<file path="src/rtl/bp_pkg.sv">
package bp_pkg;

    // Weakly-not-taken start value for a counter of the given width.
    function automatic int unsigned weak_nt(input int unsigned ctr_w);
        return (1 << (ctr_w - 1)) - 1;
    endfunction

    // Width of the flat table index.
    function automatic int unsigned table_idx_w(input int unsigned hist_w,
                                                input int unsigned row_w);
        return hist_w + row_w;
    endfunction

endpackage

</file>
<file path="src/rtl/bp_index.sv">
module bp_index #(
    parameter int unsigned HIST_W = 2,
    parameter int unsigned ROW_W  = 4,
    parameter int unsigned PC_W   = 32,
    parameter int unsigned PC_LSB = 2,
    localparam int unsigned IDX_W = bp_pkg::table_idx_w(HIST_W, ROW_W)
) (
    input  logic [HIST_W-1:0] hist,
    input  logic [PC_W-1:0]   pc,
    output logic [IDX_W-1:0]  idx
);

    logic [ROW_W-1:0] row;

    always_comb begin
        row = pc[PC_LSB +: ROW_W];
        idx = {hist, row};
    end

endmodule

</file>
<file path="src/rtl/bp_ghist.sv">
module bp_ghist #(
    parameter int unsigned HIST_W = 2
) (
    input  logic              clk,
    input  logic              rst_n,
    input  logic              shift_en,
    input  logic              bit_in,
    output logic [HIST_W-1:0] hist_q
);

    typedef struct packed {
        logic [HIST_W-1:0] hist;
    } gh_state_t;

    gh_state_t st_d, st_q;
    logic [HIST_W:0] widened;

    always_comb begin
        st_d    = st_q;
        widened = {st_q.hist, bit_in};
        if (shift_en) begin
            st_d.hist = widened[HIST_W-1:0];
        end
    end

    always_ff @(posedge clk) begin
        if (!rst_n) begin
            st_q <= '0;
        end else begin
            st_q <= st_d;
        end
    end

    assign hist_q = st_q.hist;

    assert_newest_bit_R8: assert property (@(posedge clk) disable iff (!rst_n)
        shift_en |=> hist_q[0] == $past(bit_in));

    assert_hold_idle_R11: assert property (@(posedge clk) disable iff (!rst_n)
        !shift_en |=> $stable(hist_q));

    generate
        if (HIST_W > 1) begin : g_older
            assert_older_bits_R8: assert property (@(posedge clk) disable iff (!rst_n)
                shift_en |=> hist_q[HIST_W-1:1] == $past(hist_q[HIST_W-2:0]));
        end
    endgenerate

endmodule

</file>
<file path="src/rtl/bp_ctr_table.sv">
module bp_ctr_table #(
    parameter int unsigned IDX_W = 6,
    parameter int unsigned CTR_W = 2,
    localparam int unsigned ENTRIES = 1 << IDX_W,
    localparam logic [CTR_W-1:0] CTR_MAX  = '1,
    localparam logic [CTR_W-1:0] CTR_INIT = CTR_W'(bp_pkg::weak_nt(CTR_W))
) (
    input  logic             clk,
    input  logic             rst_n,
    input  logic [IDX_W-1:0] rd_idx,
    output logic [CTR_W-1:0] rd_ctr,
    input  logic             wr_en,
    input  logic [IDX_W-1:0] wr_idx,
    input  logic             wr_taken
);

    logic [CTR_W-1:0] ctr_d [ENTRIES];
    logic [CTR_W-1:0] ctr_q [ENTRIES];
    logic [CTR_W-1:0] old_val;
    logic [CTR_W-1:0] new_val;

    always_comb begin
        ctr_d   = ctr_q;
        old_val = ctr_q[wr_idx];
        new_val = old_val;
        if (wr_taken) begin
            if (old_val != CTR_MAX) new_val = old_val + 1'b1;
        end else begin
            if (old_val != '0) new_val = old_val - 1'b1;
        end
        if (wr_en) begin
            ctr_d[wr_idx] = new_val;
        end
    end

    always_ff @(posedge clk) begin
        if (!rst_n) begin
            for (int i = 0; i < ENTRIES; i++) ctr_q[i] <= CTR_INIT;
        end else begin
            ctr_q <= ctr_d;
        end
    end

    // Read sees registered state only: a same-cycle write is not visible.
    assign rd_ctr = ctr_q[rd_idx];

    assert_cap_high_R4: assert property (@(posedge clk) disable iff (!rst_n)
        (wr_en && wr_taken && ctr_q[wr_idx] == CTR_MAX) |=> ctr_q[$past(wr_idx)] == CTR_MAX);

    assert_floor_low_R5: assert property (@(posedge clk) disable iff (!rst_n)
        (wr_en && !wr_taken && ctr_q[wr_idx] == '0) |=> ctr_q[$past(wr_idx)] == '0);

    assert_step_up_R4: assert property (@(posedge clk) disable iff (!rst_n)
        (wr_en && wr_taken && ctr_q[wr_idx] != CTR_MAX)
        |=> ctr_q[$past(wr_idx)] == $past(ctr_q[wr_idx]) + 1'b1);

    assert_step_down_R5: assert property (@(posedge clk) disable iff (!rst_n)
        (wr_en && !wr_taken && ctr_q[wr_idx] != '0)
        |=> ctr_q[$past(wr_idx)] == $past(ctr_q[wr_idx]) - 1'b1);

    generate
        for (genvar e = 0; e < ENTRIES; e++) begin : g_keep
            assert_untouched_R7: assert property (@(posedge clk) disable iff (!rst_n)
                !(wr_en && wr_idx == IDX_W'(e)) |=> $stable(ctr_q[e]));
        end
    endgenerate

endmodule

</file>
<file path="src/rtl/corr_branch_predictor.sv">
module corr_branch_predictor #(
    parameter int unsigned HIST_W = 2,
    parameter int unsigned CTR_W  = 2,
    parameter int unsigned ROW_W  = 4,
    parameter int unsigned PC_W   = 32,
    parameter int unsigned PC_LSB = 2,
    localparam int unsigned IDX_W = bp_pkg::table_idx_w(HIST_W, ROW_W)
) (
    input  logic            clk,
    input  logic            rst_n,
    input  logic [PC_W-1:0] lk_pc,
    output logic            lk_taken,
    input  logic            up_valid,
    input  logic [PC_W-1:0] up_pc,
    input  logic            up_taken
);

    logic [HIST_W-1:0] hist_q;
    logic [IDX_W-1:0]  lk_idx;
    logic [IDX_W-1:0]  up_idx;
    logic [CTR_W-1:0]  lk_ctr;

    bp_ghist #(.HIST_W(HIST_W)) u_hist (
        .clk      (clk),
        .rst_n    (rst_n),
        .shift_en (up_valid),
        .bit_in   (up_taken),
        .hist_q   (hist_q)
    );

    bp_index #(.HIST_W(HIST_W), .ROW_W(ROW_W), .PC_W(PC_W), .PC_LSB(PC_LSB)) u_lk_index (
        .hist (hist_q),
        .pc   (lk_pc),
        .idx  (lk_idx)
    );

    // Update uses the history before this outcome is shifted in.
    bp_index #(.HIST_W(HIST_W), .ROW_W(ROW_W), .PC_W(PC_W), .PC_LSB(PC_LSB)) u_up_index (
        .hist (hist_q),
        .pc   (up_pc),
        .idx  (up_idx)
    );

    bp_ctr_table #(.IDX_W(IDX_W), .CTR_W(CTR_W)) u_table (
        .clk      (clk),
        .rst_n    (rst_n),
        .rd_idx   (lk_idx),
        .rd_ctr   (lk_ctr),
        .wr_en    (up_valid),
        .wr_idx   (up_idx),
        .wr_taken (up_taken)
    );

    assign lk_taken = lk_ctr[CTR_W-1];

    assert_idle_keeps_guess_R11: assert property (@(posedge clk) disable iff (!rst_n)
        (!up_valid && $stable(lk_pc)) |=> $stable(lk_taken) || $changed(lk_pc));

endmodule

</file>
<file path="config.mk">
export PLATFORM = sky130hd
export DESIGN_NAME = corr_branch_predictor
export DESIGN_NICKNAME = d
export VERILOG_FILES = /design/src/rtl/bp_pkg.sv /design/src/rtl/bp_index.sv /design/src/rtl/bp_ghist.sv /design/src/rtl/bp_ctr_table.sv /design/src/rtl/corr_branch_predictor.sv
export SDC_FILE = /design/constraint.sdc
export NUM_CORES = 1
export LEC_CHECK = 0
export BUFFER_PORTS_ARGS = -buffer_cell sky130_fd_sc_hd__buf_2
export CORE_UTILIZATION = 32
export CTS_CLUSTER_DIAMETER = 40
export DETAILED_ROUTE_END_ITERATION = 10
export PLACE_DENSITY = 0.52
export RECOVER_POWER = 100
export SLEW_MARGIN = 15
export SYNTH_ARGS = -nofsm -noshare
export SYNTH_HDL_FRONTEND = slang
export SYNTH_SLANG_ARGS = --single-unit
export TNS_END_PERCENT = 50
</file>
<file path="constraint.sdc">
create_clock -name clk -period 3.4 [get_ports clk]
set_input_delay 0.17 -clock clk [delete_from_list [all_inputs] [get_ports clk]]
set_output_delay 0.17 -clock clk [all_outputs]
set_load 0.02 [all_outputs]
</file>
# ---- Yosys cells after proc, flatten, opt, wreduce, memory -nomap -nowiden
# Index checks and enable logic that the tools add are counted.
# W data, S select, Z words.
dict set report totals {
  in_bits 68
  ram_bits 0
  latch_bits 0
  elab_cells 87
  romBits 0
  ff_bits 130
  output_inout_bits 1
  n_memories 0
}
dict set report classes {
  n_lt_le_gt_ge 3
  n_reduce_logical 2
  shifts 0
  n_eq_ne 1
  div 0
  n_mux 12
  n_mul 0
  bitwise 2
  addsub 2
}
# op count
set op_table {}
lappend op_table {{$bwmux W128} 1}
lappend op_table {{$bmux W2 S6} 2}
lappend op_table {{$mux W2} 8}
lappend op_table {{$ge A7 B7 Y1 const B} 2}
lappend op_table {{$not A6 Y7} 2}
lappend op_table {{$demux W2 S6} 1}
lappend op_table {{$lt A7 B1 Y1 const B} 1}
lappend op_table {{$add A2 B1 Y2 const B} 1}
lappend op_table {{$ne A2 B2 Y1 const B} 1}
lappend op_table {{$reduce_bool A2 Y1} 1}
lappend op_table {{$sub A2 B1 Y2 const B} 1}
lappend op_table {{$logic_and A1 B1 Y1} 1}

# ---- Logic depth before layout (Yosys ltp)
# Gate-level depths: netlist of run 1.
dict set report depth {
  depth_word 8
  mapped_depth 11
  mapped_depth_nobuf 7
}

# ---- Modules after synthesis
# A second synthesis of run 1 with hierarchy kept.
dict set report unflattened {
  cells_unflattened 792
  hier_area_um2 8339.2
}
# module cells_per_inst area_each_um2 n_inst seq_area_each_um2
set modules_own_cells {}
lappend modules_own_cells {bp_ctr_table 774 8176.6 1 2562.5}
lappend modules_own_cells {bp_index 6 45.0 2 0.0}
lappend modules_own_cells {bp_ghist 6 72.6 1 40.0}

# ---- Worst setup path after synthesis of run 1
# Ideal clock, no wire load.
dict set report synth_timing {
  kind {in2out}
  start {input lk_pc[2]}
  end {output lk_taken}
  cell_stages 5
  path_buffers 2
  required_ns 3.230
  path_slack_ns 0.579
  t_arrival_ns 2.651
  path_cell_list {clkbuf_1 -> buf_1 -> mux4_2 -> mux4_2 -> mux4_2}
}
dict set report synth_via {
  elab_chain_len 4
}
# element line
set synth_rtl {}
lappend synth_rtl {{start: declaration} corr_branch_predictor.sv:11} ;# input logic [PC_W-1:0] lk_pc,
lappend synth_rtl {{$not A6 Y7 (not written as such)} bp_ctr_table.sv:45} ;# assign rd_ctr = ctr_q[rd_idx];
lappend synth_rtl {{$bmux W2 S6} bp_ctr_table.sv:45}
lappend synth_rtl {{$mux W2 (not written as such) (2 in a row)} bp_ctr_table.sv:45}
lappend synth_rtl {{end: declaration} corr_branch_predictor.sv:12} ;# output logic lk_taken,
# Every way passes these cells. The select of a mux whose other input is x is not followed.

# ---- Worst setup path after layout of run 1
dict set report layout_timing {
  start {register u_hist.st_q, in the netlist u_hist.hist_q[1]}
  end {register u_table.ctr_q[0] (netlist bit)}
}
dict set report layout_via {
  elab_chain_len 8
  elab_cells_between_ends 17
  classes_between {add/sub (2); order compare (2); eq/ne (1); mux (9); bitwise (1); reduce/logical (2)}
}
# element line
set layout_rtl {}
lappend layout_rtl {{start: declaration} bp_ghist.sv:15} ;# gh_state_t st_d, st_q;
lappend layout_rtl {{start signal: assignment} bp_ghist.sv:30} ;# st_q <= st_d;
lappend layout_rtl {{$not A6 Y7 (not written as such) *} {bp_ctr_table.sv:24, bp_ctr_table.sv:32}}
lappend layout_rtl {{$bmux W2 S6} bp_ctr_table.sv:24} ;# old_val = ctr_q[wr_idx];
lappend layout_rtl {{$mux W2 (not written as such) (2 in a row)} bp_ctr_table.sv:24}
lappend layout_rtl {{$sub A2 B1 Y2, or another cell as far along} bp_ctr_table.sv:29} ;# if (old_val != '0) new_val = old_val - 1'b1;
lappend layout_rtl {{$mux W2 (on tied branches)} {bp_ctr_table.sv:29, bp_ctr_table.sv:27}}
lappend layout_rtl {{$mux W2} bp_ctr_table.sv:26} ;# if (wr_taken) begin
lappend layout_rtl {{$bwmux W128 *} bp_ctr_table.sv:32} ;# ctr_d[wr_idx] = new_val;
lappend layout_rtl {{end signal: assignment} bp_ctr_table.sv:40} ;# ctr_q <= ctr_d;
lappend layout_rtl {{end: declaration} bp_ctr_table.sv:18} ;# logic [CTR_W-1:0] ctr_q [ENTRIES];
# Mark *: on every way between the ends. The rest lies on a longest branch, timed or not. The select of a mux whose other input is x is not followed.
# A chain may end at the register's enable or synchronous reset.

==> run summary, run 1 <==
Initial Util -> 0.328
Final Max Slew Viols -> 73
Clock Tree Buf Depth -> 2
post-CTS setup buffer count -> 0
Final Setup Violations -> 0
crit-path max FO -> 24
setup_tns -> 0 ps
synthesized area -> 7720 um^2
Routed Antenna Nets -> 0
via count -> 5896
Comb pwr share -> 0.117
sequential cell area -> 2600 um^2
failing checks -> capacitance limit, slew limit
I/O pin count -> 69
setup slack after layout -> 421 ps
number of max-cap violations -> 1
Nets -> 826
Slew HR -> -0.0170
Multi-input gate area -> 4030 um^2
Routed WL per cell -> 20.1 um
GRT Overall Usage -> 0.183
CTS tree -> yes
Synth Register Bits -> 130
post-route cell area -> 7960 um^2
GPL Wtd Cong -> 0.869
Avg Inst Size Synth -> 10.1 um^2
reg2reg end -> u_table.ctr_q[0]
dominant cell type by area after synthesis -> dfxtp_1
fin crit period -> 2980 ps
slowest CP cell -> or3b_1
DP Area -> 8120 um^2
first-pass GRT wire length -> 33500 um
Final Hold Slack -> 66.3 ps
antenna violations before repair -> 1
share of cells above drive strength 1 -> 0.185
sw power -> 0.976 mW
DPL Wire Length -> 14500 um
Chip Width -> 157 um
pre-CTS setup slack -> 266 ps
FF-to-FF path depth -> 8
CTS Root Cell -> clkbuf_16
fmax -> 336 MHz
Worst-path clk slew -> 60 ps
Post-CTS Resized -> 0
endpoints failing hold -> 0
vias in the first global route -> 5453
asr flop ratio synth -> 0
via density per instance -> 5.42
total CTS buffers -> 17
core area -> 23500 um^2
final WL -> 21900 um
crit path cell chain -> or3b_1 -> o22ai_1 -> a21oi_1 -> and3_1 -> o22a_1 -> maj3_1 -> buf_12 -> a31oi_1
Hold EP -> u_hist.hist_q[0]
initial DRC count -> 465
Syn Nets -> 831
Final period util -> 0.876
Distinct cells, synth -> 55
Mapped Cells -> 763
synth warn -> 0
critical path arrival -> 3310 ps
RSZ-0062 raised after global routing -> no
PD cells -> 464 nW/um^2
Switching Share -> 0.265
end-of-flow core utilization -> 0.338
largest cells by area after synthesis -> dfxtp_1 (34%), a31oi_4 (17%), mux4_2 (9.0%), nand2_1 (6.8%), nor3b_1 (6.3%)
clk_lat worst skew -> 420 ps
endpoint class of the critical path -> flop
CTS sink count -> 130
Pre-Repair DR Iteration Count -> 5
Internal -> 2.72 mW
Seq/Total Area, Yosys -> 0.337
hold path cells -> 3
leakage dissipation -> 2.48 nW
Reg2Reg Setup Slack -> 420 ps
crit start category -> flop
skew final -> 7.74 ps
critical path class -> flop to flop
area delta synth->final -> 3.08%
CTS Hold Bufs -> 0
Port Buf Inserts -> 12
min-delay worst type -> input port to flop
Max stage delay on crit path -> 610 ps
Post-synth EDFFs -> 0
worst r2r src -> u_hist.hist_q[1]
total power -> 3.69 mW
Finished Layout Cells -> 1088
Die Y -> 157 um
top_reg_cell synth -> dfxtp_1
largest net degree at the start of global routing -> 75
share of the synthesized area in the top cell type -> 0.337
maximum vdd drop -> 0.000276 V
Seq pwr share -> 0.417
grt total ovfl -> 0
outcome -> finished, violations left
hold_sp -> up_taken
Clock power frac -> 0.466
Placed Instances -> 1058
WP data required -> 3730 ps
Worst-Margin Slew -> 1530 ps
Die ar. -> 24700 um^2
DRC violations left -> 0
Fillers -> 2502
Placement Rows -> 56
H-tree level count -> 4
-- cells in the mapped netlist, drive strengths merged, types with 2 or more instances --
cell type    n
a211oi       2
a21oi       11
a221o        2
a221oi       5
a22o         2
a22oi        4
a31oi       67
and2         3
and3         3
buf         30
clkbuf      38
dfxtp      130
inv          5
mux2         6
mux2i       19
mux4        33
nand2      140
nand3        8
nand3b       7
nand4        5
nor2        68
nor2b       10
nor3         4
nor3b       65
o211ai       3
o221ai       3
o22ai       69
o31ai        2
or3b         4
-- area by class of cell --
cell class / count / share of cell area
Inverter: 5 / 0.00236
Clock inverter: 6 / 0.00723
Antenna cell: 1 / 0.000315
Sequential cell: 130 / 0.327
Timing Repair Buffer: 44 / 0.0464
Tap cell: 319 / 0.0502
Clock buffer: 23 / 0.0601
Multi-Input combinational cell: 560 / 0.506
-- worst max-delay path by stage --
stage	start	end	slack [ps]	cells after the start
after CTS	u_hist.hist_q[1]	u_table.ctr_q[60]	560	8
after detailed placement	up_pc[4]	u_table.ctr_q[44]	270	9
after floorplan	lk_pc[2]	lk_taken	580	5
final	u_hist.hist_q[1]	u_table.ctr_q[0]	420	8
after global routing	u_hist.hist_q[1]	u_table.ctr_q[44]	250	8
after global placement	up_pc[4]	u_table.ctr_q[80]	260	9
-- cell families (layout without fill, tap and decap cells) --
logic type | count (synthesis) | in the layout | share of synthesized area
fa+ha+maj | 1 | 1 | 0.00146
compound gates | 176 | 176 | 0.268
other cells | 0 | 1 | 0
mux | 58 | 58 | 0.131
flops | 130 | 130 | 0.337
buf+inv | 73 | 78 | 0.0540
simple gates | 325 | 325 | 0.209
-- cell usage in the layout, fill, tap and decap left out, types with 5 or more instances in the layout --
cell         n
a21oi_1     11
a31oi_1     37
a31oi_2     26
buf_12       6
buf_2       10
buf_4       24
clkbuf_16   17
dfxtp_1    130
inv_1        5
mux2_2       5
mux2i_1     19
mux4_2      31
nand2_1    140
nand3_1      8
nand3b_1     7
nand4_1      5
nor2_1      68
nor2b_1     10
nor3b_1     65
o22ai_1     69
-- routing by layer --
metal | part of all wire | track usage
met5 | 0 | 0
met3 | 0.046 | 0.0352
met4 | 0.012 | 0.0490
met1 | 0.50 | 0.266
met2 | 0.44 | 0.273
-- flip-flops by register name, summed over array words and instances, names as in the netlist --
register,cells
u_table.ctr_q,128
u_hist.hist_q,2
-- power groups by stage --
stage                     combinational [mW]  clock, mW  sequential, mW
after floorplan                        0.387          0            1.57
after global routing                   0.456       1.83            1.54
after CTS                              0.501       1.75            1.54
after detailed placement               0.500          0            1.57
after global placement                 0.498          0            1.57
final                                  0.430       1.72            1.54
-- critical path: cells and delay by family (launching register included) --
| kind | cells | cell delay (ps) |
|---|---|---|
| AOI/OAI and AO/OA | 4 | 750 |
| DFF | 1 | 550 |
| adders and majority gates | 1 | 480 |
| and+or+nand+nor | 2 | 860 |
| buffers and inverters | 1 | 240 |
Power figures use the tool's default switching activity.
==> run 2, diff against run 1 <==
- CORE_UTILIZATION: 32 -> 60
- PLACE_DENSITY: 0.52 -> 0.84
==> run summary, run 2 (synthesized netlist as in run 1, its figures left out) <==
commonest non-fill, non-tap cell in the layout -> nand2_1
setup_tns -> 0 ps
DP Area -> 7870 um^2
Port Buf Inserts -> 12
CTS sink count -> 130
Die ar. -> 13300 um^2
via count -> 6373
critical path class -> flop to flop
Placement Rows -> 41
Placed Instances -> 904
core area -> 12600 um^2
clk_lat worst skew -> 430 ps
share of cells above drive strength 1 -> 0.182
Nets -> 819
Biggest register -> u_table.ctr_q
setup slack after layout -> 332 ps
skew final -> 11.0 ps
PD cells -> 490 nW/um^2
crit-path max FO -> 27
fmax -> 326 MHz
end-of-flow core utilization -> 0.624
GRT Overall Usage -> 0.327
area delta synth->final -> 1.60%
Critical path buffers and inverters -> 1
DRC violations left -> 0
Final Setup Violations -> 0
commonest non-fill, non-tap cells in the layout -> nand2_1 (140), dfxtp_1 (130), o22ai_1 (69)
Clock Tree Buf Depth -> 2
Post-CTS Resized -> 0
endpoints failing hold -> 0
I/O pin count -> 69
slowest CP cell -> dfxtp_1
initial DRC count -> 838
H-tree level count -> 4
RSZ-0062 raised after global routing -> no
Initial Util -> 0.614
Slew HR -> 0.456
via density per instance -> 6.79
largest net degree at the start of global routing -> 95
Die Y -> 115 um
crit start category -> flop
CTS Hold Bufs -> 0
outcome -> completed
first-pass GRT wire length -> 32800 um
number of max-cap violations -> 0
antenna violations before repair -> 2
pre-CTS setup slack -> 297 ps
Chip Width -> 115 um
max reg flops -> 128
Crit path max-delay family -> simple AND/OR/NAND/NOR gates
min-delay worst type -> input port to flop
Fillers -> 977
Routed Antenna Nets -> 0
post-route cell area -> 7840 um^2
post-CTS setup buffer count -> 0
Final Hold Slack -> 36.7 ps
Final period util -> 0.902
maximum vdd drop -> 0.000369 V
Worst-path clk slew -> 60 ps
WP data required -> 3680 ps
DPL Wire Length -> 13400 um
Finished Layout Cells -> 938
Most common cell on crit path -> o22ai_1
Final Max Slew Viols -> 0
crit path cell chain -> or3b_1 -> o22ai_1 -> a21oi_1 -> nor4bb_1 -> o22ai_1 -> o211ai_4 -> clkbuf_2 -> o22ai_1
total CTS buffers -> 17
final WL -> 21000 um
endpoint class of the critical path -> flop
total power -> 3.84 mW
CTS tree -> yes
CTS Root Cell -> clkbuf_16
Routed WL per cell -> 22.3 um
critical path arrival -> 3350 ps
Max stage delay on crit path -> 530 ps
fin crit period -> 3070 ps
Pre-Repair DR Iteration Count -> 5
grt total ovfl -> 0
Worst-Margin Slew -> 814 ps
vias in the first global route -> 6198
GPL Wtd Cong -> 0.946
leakage dissipation -> 2.48 nW
## run 2: cell types whose count changed in the layout (fill, tap and decap cells not counted), sizes merged
| cell | change |
|---|---|
| clkbuf | +4 |
| buf | -9 |
| clkinv | -3 |
| clkinvlp | +3 |
| bufinv | +1 |
| diode | +1 |
## run 2: path summary, 6_finish.rpt
kind | start | endpoint | slack, ps | cells after the start
worst max register to register | u_hist.hist_q[0] | u_table.ctr_q[7] | 330 | 8
worst max-delay path | u_hist.hist_q[0] | u_table.ctr_q[7] | 330 | 8
worst min register to register | u_table.ctr_q[87] | u_table.ctr_q[87] | 490 | 2
worst min-delay path | up_taken | u_hist.hist_q[0] | 40 | 3
## run 2: worst register-to-register path: cells and delay by family (launching register included)
kind,cells,cell delay [ps]
compound gates,5,910
buf+inv,1,520
flops,1,530
simple gates,2,960
## run 2: final cells by class
type,count,area (um^2),share of cell area
diodes,2,5.00,0.000638
clock buffers,25,526,0.0670
clock inverters,7,95.1,0.0121
inverters,5,18.8,0.00239
multi-input cells,560,4080,0.520
flip-flops and latches,130,2600,0.332
well taps,172,215,0.0274
repair buffers,37,299,0.0381
## run 2: layer usage
| metal | wire length (um) | global-route usage | part of all wire | vias up |
|---|---|---|---|---|
| met5 | 0 | 0 | 0 | - |
| met4 | 1020 | 0.203 | 0.049 | 0 |
| met3 | 2160 | 0.101 | 0.10 | 98 |
| met2 | 9730 | 0.511 | 0.46 | 391 |
| met1 | 8050 | 0.396 | 0.38 | 3041 |
| li1 | - | - | - | 2843 |
## run 2: power by group
| group | internal, mW | switching, mW |
|---|---|---|
| Clock | 1.21 | 0.687 |
| Combinational | 0.120 | 0.282 |
| Sequential | 1.53 | 0.00857 |
| Total | 2.87 | 0.977 |
